`src/rtl/physt_pkg.sv`:
```
package physt_pkg;

  localparam int unsigned REG_W       = 16;
  localparam int unsigned OVR_BIT     = 15;
  localparam int unsigned GATED_MSB   = 10;
  localparam int unsigned GATED_LSB   = 6;
  localparam int unsigned GATED_W     = GATED_MSB - GATED_LSB + 1;
  localparam int unsigned DONE_BIT    = 5;
  localparam logic [REG_W-1:0] LIVE_MASK = 16'h07E0;

  typedef enum logic [1:0] {
    SEL_NONE = 2'd0,
    SEL_STS  = 2'd1,
    SEL_CTL  = 2'd2
  } reg_sel_e;

endpackage

```
`src/rtl/physt_decode.sv`:
```
module physt_decode
  import physt_pkg::*;
#(
  parameter int unsigned ADDR_W   = 5,
  parameter int unsigned STS_ADDR = 1,
  parameter int unsigned CTL_ADDR = 16
) (
  input  logic [ADDR_W-1:0] addr,
  input  logic              wr,
  input  logic              rd,
  output reg_sel_e          sel,
  output logic              wr_sts,
  output logic              wr_ctl,
  output logic              rd_sts
);

  localparam logic [ADDR_W-1:0] STS_A = ADDR_W'(STS_ADDR);
  localparam logic [ADDR_W-1:0] CTL_A = ADDR_W'(CTL_ADDR);

  always_comb begin
    sel = SEL_NONE;
    if (addr == STS_A) begin
      sel = SEL_STS;
    end else if (addr == CTL_A) begin
      sel = SEL_CTL;
    end
  end

  assign wr_sts = wr && (sel == SEL_STS);
  assign wr_ctl = wr && (sel == SEL_CTL);
  assign rd_sts = rd && (sel == SEL_STS);

endmodule

```
`src/rtl/physt_ovr_bit.sv`:
```
module physt_ovr_bit (
  input  logic clk,
  input  logic rst_n,
  input  logic wr_ctl,
  input  logic wbit,
  output logic ovr_q
);

  logic ovr_d;

  always_comb begin
    ovr_d = ovr_q;
    if (wr_ctl) begin
      ovr_d = wbit;
    end
  end

  always_ff @(posedge clk or negedge rst_n) begin
    if (!rst_n) begin
      ovr_q <= 1'b0;
    end else if (wr_ctl) begin
      ovr_q <= ovr_d;
    end
  end

  AST_OVR_TRACKS_WRITE: assert property (@(posedge clk) disable iff (!rst_n)
    wr_ctl |=> (ovr_q == $past(wbit)))
    else $error("override flag did not take written value");

endmodule

```
`src/rtl/physt_gated_field.sv`:
```
module physt_gated_field #(
  parameter int unsigned W = 5
) (
  input  logic         clk,
  input  logic         rst_n,
  input  logic         wr_sts,
  input  logic         ovr_q,
  input  logic [W-1:0] wfield,
  output logic [W-1:0] field_q
);

  logic wr_ok;
  assign wr_ok = wr_sts && ovr_q;

  for (genvar b = 0; b < W; b++) begin : g_bit
    logic bit_d;

    always_comb begin
      bit_d = field_q[b];
      if (wr_ok) begin
        bit_d = wfield[b];
      end
    end

    always_ff @(posedge clk or negedge rst_n) begin
      if (!rst_n) begin
        field_q[b] <= 1'b0;
      end else if (wr_ok) begin
        field_q[b] <= bit_d;
      end
    end
  end

  AST_GATED_LOCKED: assert property (@(posedge clk) disable iff (!rst_n)
    !(wr_sts && ovr_q) |=> $stable(field_q))
    else $error("gated bits changed without override write");

  AST_GATED_LOADS: assert property (@(posedge clk) disable iff (!rst_n)
    (wr_sts && ovr_q) |=> (field_q == $past(wfield)))
    else $error("gated bits missed an override write");

endmodule

```
`src/rtl/physt_done_latch.sv`:
```
module physt_done_latch (
  input  logic clk,
  input  logic rst_n,
  input  logic an_en,
  input  logic an_done,
  input  logic an_restart,
  input  logic rd_sts,
  output logic done_q
);

  logic live;
  logic done_d;
  logic unused_restart;

  assign live = an_en && an_done;
  assign unused_restart = an_restart;

  always_comb begin
    if (rd_sts) begin
      done_d = live;
    end else begin
      done_d = done_q || live;
    end
  end

  always_ff @(posedge clk or negedge rst_n) begin
    if (!rst_n) begin
      done_q <= 1'b0;
    end else begin
      done_q <= done_d;
    end
  end

  AST_DONE_SETS: assert property (@(posedge clk) disable iff (!rst_n)
    (an_en && an_done) |=> done_q)
    else $error("done flag failed to set");

  AST_DONE_HOLDS: assert property (@(posedge clk) disable iff (!rst_n)
    (done_q && !rd_sts) |=> done_q)
    else $error("done flag dropped without a read");

  AST_RESTART_KEEPS: assert property (@(posedge clk) disable iff (!rst_n)
    (an_restart && done_q && !rd_sts) |=> done_q)
    else $error("restart cleared done flag");

  AST_READ_RELOADS: assert property (@(posedge clk) disable iff (!rst_n)
    (rd_sts && !(an_en && an_done)) |=> !done_q)
    else $error("done flag not reloaded from live state");

endmodule

```
`src/rtl/physt_regfile.sv`:
```
module physt_regfile
  import physt_pkg::*;
#(
  parameter int unsigned      ADDR_W    = 5,
  parameter int unsigned      STS_ADDR  = 1,
  parameter int unsigned      CTL_ADDR  = 16,
  parameter logic [REG_W-1:0] STS_FIXED = 16'h7809
) (
  input  logic              clk,
  input  logic              rst_n,
  input  logic [ADDR_W-1:0] reg_addr,
  input  logic [REG_W-1:0]  reg_wdata,
  input  logic              reg_wr,
  input  logic              reg_rd,
  output logic [REG_W-1:0]  reg_rdata,
  input  logic              an_enable,
  input  logic              an_complete,
  input  logic              an_restart,
  output logic              pre_suppr_en
);

  localparam logic [REG_W-1:0] FIXED_PART = STS_FIXED & ~LIVE_MASK;

  reg_sel_e               sel;
  logic                   wr_sts;
  logic                   wr_ctl;
  logic                   rd_sts;
  logic                   ovr_q;
  logic [GATED_W-1:0]     gated_q;
  logic                   done_q;
  logic [REG_W-1:0]       sts_word;
  logic [REG_W-1:0]       ctl_word;
  logic [REG_W-1:0]       rdata_d;
  logic                   unused_wdata_bits;

  assign unused_wdata_bits = ^{reg_wdata[OVR_BIT-1:GATED_MSB+1], reg_wdata[GATED_LSB-1:0]};

  physt_decode #(
    .ADDR_W   (ADDR_W),
    .STS_ADDR (STS_ADDR),
    .CTL_ADDR (CTL_ADDR)
  ) decode_i (
    .addr   (reg_addr),
    .wr     (reg_wr),
    .rd     (reg_rd),
    .sel    (sel),
    .wr_sts (wr_sts),
    .wr_ctl (wr_ctl),
    .rd_sts (rd_sts)
  );

  physt_ovr_bit ovr_i (
    .clk    (clk),
    .rst_n  (rst_n),
    .wr_ctl (wr_ctl),
    .wbit   (reg_wdata[OVR_BIT]),
    .ovr_q  (ovr_q)
  );

  physt_gated_field #(
    .W (GATED_W)
  ) gated_i (
    .clk     (clk),
    .rst_n   (rst_n),
    .wr_sts  (wr_sts),
    .ovr_q   (ovr_q),
    .wfield  (reg_wdata[GATED_MSB:GATED_LSB]),
    .field_q (gated_q)
  );

  physt_done_latch done_i (
    .clk        (clk),
    .rst_n      (rst_n),
    .an_en      (an_enable),
    .an_done    (an_complete),
    .an_restart (an_restart),
    .rd_sts     (rd_sts),
    .done_q     (done_q)
  );

  always_comb begin
    sts_word = FIXED_PART;
    sts_word[GATED_MSB:GATED_LSB] = gated_q;
    sts_word[DONE_BIT] = done_q && an_enable;
  end

  always_comb begin
    ctl_word = '0;
    ctl_word[OVR_BIT] = ovr_q;
  end

  always_comb begin
    unique case (sel)
      SEL_STS: rdata_d = sts_word;
      SEL_CTL: rdata_d = ctl_word;
      default: rdata_d = '0;
    endcase
  end

  always_ff @(posedge clk or negedge rst_n) begin
    if (!rst_n) begin
      reg_rdata <= '0;
    end else if (reg_rd) begin
      reg_rdata <= rdata_d;
    end
  end

  assign pre_suppr_en = gated_q[0];

  AST_BIT5_DISABLED: assert property (@(posedge clk) disable iff (!rst_n)
    (reg_rd && (reg_addr == ADDR_W'(STS_ADDR)) && !an_enable) |=> !reg_rdata[DONE_BIT])
    else $error("done bit visible while negotiation disabled");

  AST_FIXED_BITS: assert property (@(posedge clk) disable iff (!rst_n)
    (reg_rd && (reg_addr == ADDR_W'(STS_ADDR))) |=> ((reg_rdata & ~LIVE_MASK) == FIXED_PART))
    else $error("fixed status bits disturbed");

  AST_UNMAPPED_ZERO: assert property (@(posedge clk) disable iff (!rst_n)
    (reg_rd && (reg_addr != ADDR_W'(STS_ADDR)) && (reg_addr != ADDR_W'(CTL_ADDR))) |=> (reg_rdata == '0))
    else $error("unmapped read returned data");

  AST_RDATA_HOLDS: assert property (@(posedge clk) disable iff (!rst_n)
    !reg_rd |=> $stable(reg_rdata))
    else $error("read data changed without a read");

  AST_CTL_OTHER_ZERO: assert property (@(posedge clk) disable iff (!rst_n)
    (reg_rd && (reg_addr == ADDR_W'(CTL_ADDR))) |=> (reg_rdata[OVR_BIT-1:0] == '0))
    else $error("control register spare bits nonzero");

endmodule

```
`config.mk`:
```
export PLATFORM = sky130hd
export DESIGN_NAME = physt_regfile
export DESIGN_NICKNAME = d
export VERILOG_FILES = /design/src/rtl/physt_pkg.sv /design/src/rtl/physt_decode.sv /design/src/rtl/physt_ovr_bit.sv /design/src/rtl/physt_gated_field.sv /design/src/rtl/physt_done_latch.sv /design/src/rtl/physt_regfile.sv
export SDC_FILE = /design/constraint.sdc
export NUM_CORES = 1
export LEC_CHECK = 0
export BUFFER_PORTS_ARGS = -buffer_cell sky130_fd_sc_hd__buf_2
export CORE_MARGIN = 2
export CORE_UTILIZATION = 43
export DETAILED_ROUTE_END_ITERATION = 8
export GPL_TIMING_DRIVEN = 0
export PLACE_DENSITY = 0.81
export SLEW_MARGIN = 10
export SYNTH_ARGS = -nofsm -noshare
export SYNTH_HDL_FRONTEND = slang
export SYNTH_SLANG_ARGS = --single-unit
```
`constraint.sdc`:
```
create_clock -name clk -period 3.06 [get_ports clk]
set_clock_uncertainty 0.1 [all_clocks]
set_input_delay 0.306 -clock clk [delete_from_list [all_inputs] [get_ports clk]]
set_output_delay 0.306 -clock clk [all_outputs]
set_load 0.01 [all_outputs]
```
# --- Yosys cells after proc, flatten, opt, wreduce, memory -nomap -nowiden ---
# Cells that the tools add are included.
op_classes:
  eq_ne: 4
  mux: 4
  n_reduce_logical: 7
ops:
  columns: ["operator", "n"]
  rows:
  - ["case mux 16 bit (2 select lines)", 1]
  - ["logical AND 1 bit", 6]
  - ["equality test 5 x 1 -> 1 bit (second input constant)", 1]
  - ["equality test 5 bit (second input constant)", 1]
  - ["2-to-1 mux 2 bit", 2]
  - ["equality test 2 x 1 -> 1 bit (second input constant)", 1]
  - ["equality test 2 bit (second input constant)", 1]
  - ["logical OR 1 bit", 1]
  - ["2-to-1 mux 1 bit", 1]
totals:
  regBits: 23
  input_bits: 28
  wordCells: 23

# --- Depth between registers and ports, before layout ---
logic_depth:
  ltp_word: 6
  ltp_mapped: 4
  ltp_nobuf: 3

# --- Hierarchy ---
# A second synthesis with hierarchy kept.
hier_totals:
  hier_cells: 70
  hier_area_um2: 770.7
modules_own_cells:
  columns: ["module", "instances", "cells_each", "area_per_inst_um2", "seq_area_each_um2"]
  rows:
  - ["physt_regfile", 1, 44, 439.2, 200.2]
  - ["physt_gated_field", 1, 11, 187.7, 125.1]
  - ["physt_decode", 1, 9, 62.6, 0.0]
  - ["physt_done_latch", 1, 4, 41.3, 25.0]
  - ["physt_ovr_bit", 1, 2, 40.0, 25.0]

# --- Least setup slack after synthesis ---
# No wires, ideal clock.
synth_timing:
  path_type: "input-to-reg"
  start: "input reg_addr[3]"
  end: "register done_i.done_q"
  t_arrival_ps: 1483
  required_time_ps: 2834
  setup_slack_ps: 1351
  stages: 4
  cell_sequence: "or3_4 > or3b_1 > buf_6 > a221o_1"
synth_via:
  elab_chain_cells: 6
synth_lines:
  columns: ["item", "line", "rtl"]
  rows:
  - ["start, declared", "physt_regfile.sv:11", "input logic [ADDR_W-1:0] reg_addr,"]
  - ["equality test 5 bit", "physt_decode.sv:24", "end else if (addr == CTL_A) begin"]
  - ["2-to-1 mux 2 bit", "physt_decode.sv:24", null]
  - ["2-to-1 mux 2 bit *", "physt_decode.sv:22", "if (addr == STS_A) begin"]
  - ["equality test 2 x 1 -> 1 bit *", "physt_decode.sv:31", "assign rd_sts = rd && (sel == SEL_STS);"]
  - ["logical AND 1 bit *", "physt_decode.sv:31", null]
  - ["2-to-1 mux 1 bit *", "physt_done_latch.sv:19", "if (rd_sts) begin"]
  - ["named net done_i.done_d", "physt_done_latch.sv:12", "logic done_d;"]
  - ["end signal, assigned", "physt_done_latch.sv:30", "done_q <= done_d;"]
  - ["end, declared", "physt_done_latch.sv:8", "output logic done_q"]
# Mark *: on every way through the listed nets, which the timed path passes. The rest lies on a longest branch.
# A chain may end at the register's enable or synchronous reset.

# --- Worst setup path after layout ---
# Ends and elaborated chain as after synthesis.

==> results_dict.tcl <==
set metrics [dict create \
    vias 569 \
    antennaDiodeCount 0 \
    core-area_um2 1520 \
    dp_slack_ns 1.20 \
    slew_viol_final 0 \
    finalSetupViolations 0 \
    synthesis.area_um2 699 \
    grtUsageMet1_pct 16.1 \
    path_max_fanout 8 \
    drc_errors 0 \
    synth-seq-area-share_pct 53.7 \
    startpoint_type "primary input" \
    hold_viol 0 \
    r2r-start "ovr_i.ovr_q$_DFFE_PN0P_" \
    cp_data_arrival_time_ns 1.62 \
    worstSetupPathType "in -> reg" \
    max_cap_violations 0 \
    clk_pin_slew_ns 0.09 \
    cts_root_buffer "clkbuf_4" \
    fin_nets 129 \
    die_h_um 44.3 \
    grt_pass1_vias 533 \
    start_util_pct 45.9 \
    top_usage_layer "met2" \
    core.rowCount 14 \
    syn-mean-instance-area_um2 10.9 \
    grt_max_degree 16 \
    worst_slack_ns 1.49 \
    synth_cell_types 18 \
    rsz0062_at_grt "false" \
    clock_latency_ns 0.27 \
    cp_slowest_cell "or3_4" \
    grt_util_met3_pct 4.08 \
    cts_buffers 3 \
    power_uw 366 \
    tritoncts "done" \
    h-tree-depth 1 \
    grt-ovfl-total 0 \
    setup_tns_ns 0 \
    max_freq_ghz 0.637 \
    dieArea_um2 1970 \
    crit_path_start "reg_addr[3]" \
    p_per_area_nw_per_um2 402 \
    post_cts_buffers 0 \
    syn2layout_area_growth_pct 30.1 \
    ioPinCount 45 \
    synth-seq-cells 15 \
    syn-instance-count 64 \
    outcome "finished, final reports clean" \
    hp-start "reg_wdata[8]" \
    gr-usage-all-layers_pct 15.1 \
    yosys_warnings 0 \
    wirelength_um 1300 \
    min_period_ns 1.57 \
    hold_path_class "in -> reg" \
    grt_pass1_wl_um 2160 \
    antenna_found_initial 0 \
    chipWidth_um 44.3 \
    cts_hold_buf 1 \
    ant_nets 0 \
    drtIter0Drc 3 \
    peakVddDrop_uv 275 \
    crit_required_ns 3.11 \
    cp-end-kind "flip-flop" \
    min_period_over_period_pct 51.3 \
    numClockSinks 15 \
    gp_congestion 0.737 \
    dr.pass1.iters 4 \
    path_cells "buf_2 -> or3_4 -> or3b_1 -> buf_6 -> a221o_1" \
    dp_hpwl_um 1010 \
    via_per_inst 4.91 \
    final_layout_size_suffix_gt1_share_pct 49.0 \
    portBuffers 29 \
    cts_resized 0 \
    met2_usage_pct 28.2 \
    cts.path.max_buffers 2 \
    p_leak_nw 0.484 \
    cpPeakStageDelay_ns 0.39 \
    wl_per_cell_um 11.2 \
]
## final timing paths
check,end,slack [ns],depth (start not counted)
hold / removal,gated_i.field_q[2]$_DFFE_PN0P_,0.15,2
setup reg to reg,gated_i.field_q[0]$_DFFE_PN0P_,1.67,3
max in group asynchronous,reg_rdata[14]$_DFFE_PN0P_,2.25,2
min in group asynchronous,reg_rdata[9]$_DFFE_PN0P_,0.35,2
setup / recovery,done_i.done_q$_DFF_PN0_,1.49,5
hold reg to reg,gated_i.field_q[4]$_DFFE_PN0P_,0.42,1
## critical path, delay by kind of cell
kind / cells / cell delay (ns)
and+or+nand+nor: 2 / 0.78
buffers and inverters: 2 / 0.24
AOI/OAI and AO/OA: 1 / 0.29
## power breakdown
| group | internal (mW) | total, mW | leakage, nW | switching [mW] |
|---|---|---|---|---|
| combinational | 0.0247 | 0.0453 | 0.265 | 0.0206 |
| sequential | 0.207 | 0.213 | 0.202 | 0.00612 |
| clock | 0.0483 | 0.108 | 0.0177 | 0.0592 |
| total | 0.280 | 0.366 | 0.484 | 0.0860 |
## stage by stage
stage / utilization (%) / hold slack, ns / instance area [um2] / std cells
3_3_place_gp: 57.2 / 0.118 / 872 / 111
2_1_floorplan: - / -0.0896 / 707 / 66
5_1_grt: 59.7 / 0.152 / 910 / 116
4_1_cts: 59.7 / 0.152 / 910 / 116
3_5_place_dp: 57.2 / 0.123 / 872 / 111
6_report: 59.7 / 0.154 / 910 / 116
## sequential cells by signal (all words and copies together), names as in the netlist
register         count
done_i.done_q        1
gated_i.field_q      5
reg_rdata            8
ovr_i.ovr_q          1
## area by class of cell
| type | count | area, um2 |
|---|---|---|
| buffer | 11 | 78.8 |
| clock buffer | 3 | 22.5 |
| clock inverter | 1 | 5.00 |
| fill | 151 | 614 |
| inverter | 8 | 30.0 |
| multi-input combinational | 32 | 223 |
| sequential | 15 | 375 |
| tap | 16 | 20.0 |
| timing repair buffer | 30 | 155 |
## layout by cell type, fill, tap and decap left out, drive strengths merged
cell	Yosys	routed
or3	1	1
clkinv	0	1
nand4b	2	2
conb	1	3
buf	9	38
nor2	1	1
o22ai	7	7
or3b	1	1
nor3	1	1
clkbuf	2	5
mux2i	1	1
dlygate4sd3	0	1
nand2	6	6
inv	8	8
dfrtp	15	15
mux2	6	6
a221o	1	1
nor2b	1	1
nand3	1	1
## layer usage
layer  part of all wire [%]  vias to the layer above
met5                      0                        -
met4                    1.2                        0
met3                    7.3                        2
met2                     50                       27
met1                     42                      264
li1                       -                      276
## cell usage after synthesis
cell type,n,area share (%)
conb_1,1,0.54
buf_4,8,8.6
nor2_1,1,0.54
mux2i_1,1,1.4
buf_6,1,1.6
nand2_1,6,3.2
clkbuf_1,2,1.1
dfrtp_1,15,54
nor2b_1,1,0.90
a221o_1,1,1.4
mux2_2,6,9.7
o22ai_1,7,6.3
nand3_1,1,0.71
nor3_1,1,0.71
inv_1,8,4.3
or3b_1,1,1.3
or3_4,1,1.6
nand4b_1,2,2.5
## kinds of logic after synthesis
logic type	count (synthesis)	share of synthesized area (%)
flip-flops	15	53.7
AO/OA/AOI/OAI	8	7.69
buffers and inverters	19	15.6
AND/OR/NAND/NOR	14	11.4
other	1	0.536
multiplexers	7	11.1
No activity file was read; power rests on OpenSTA's default activity.
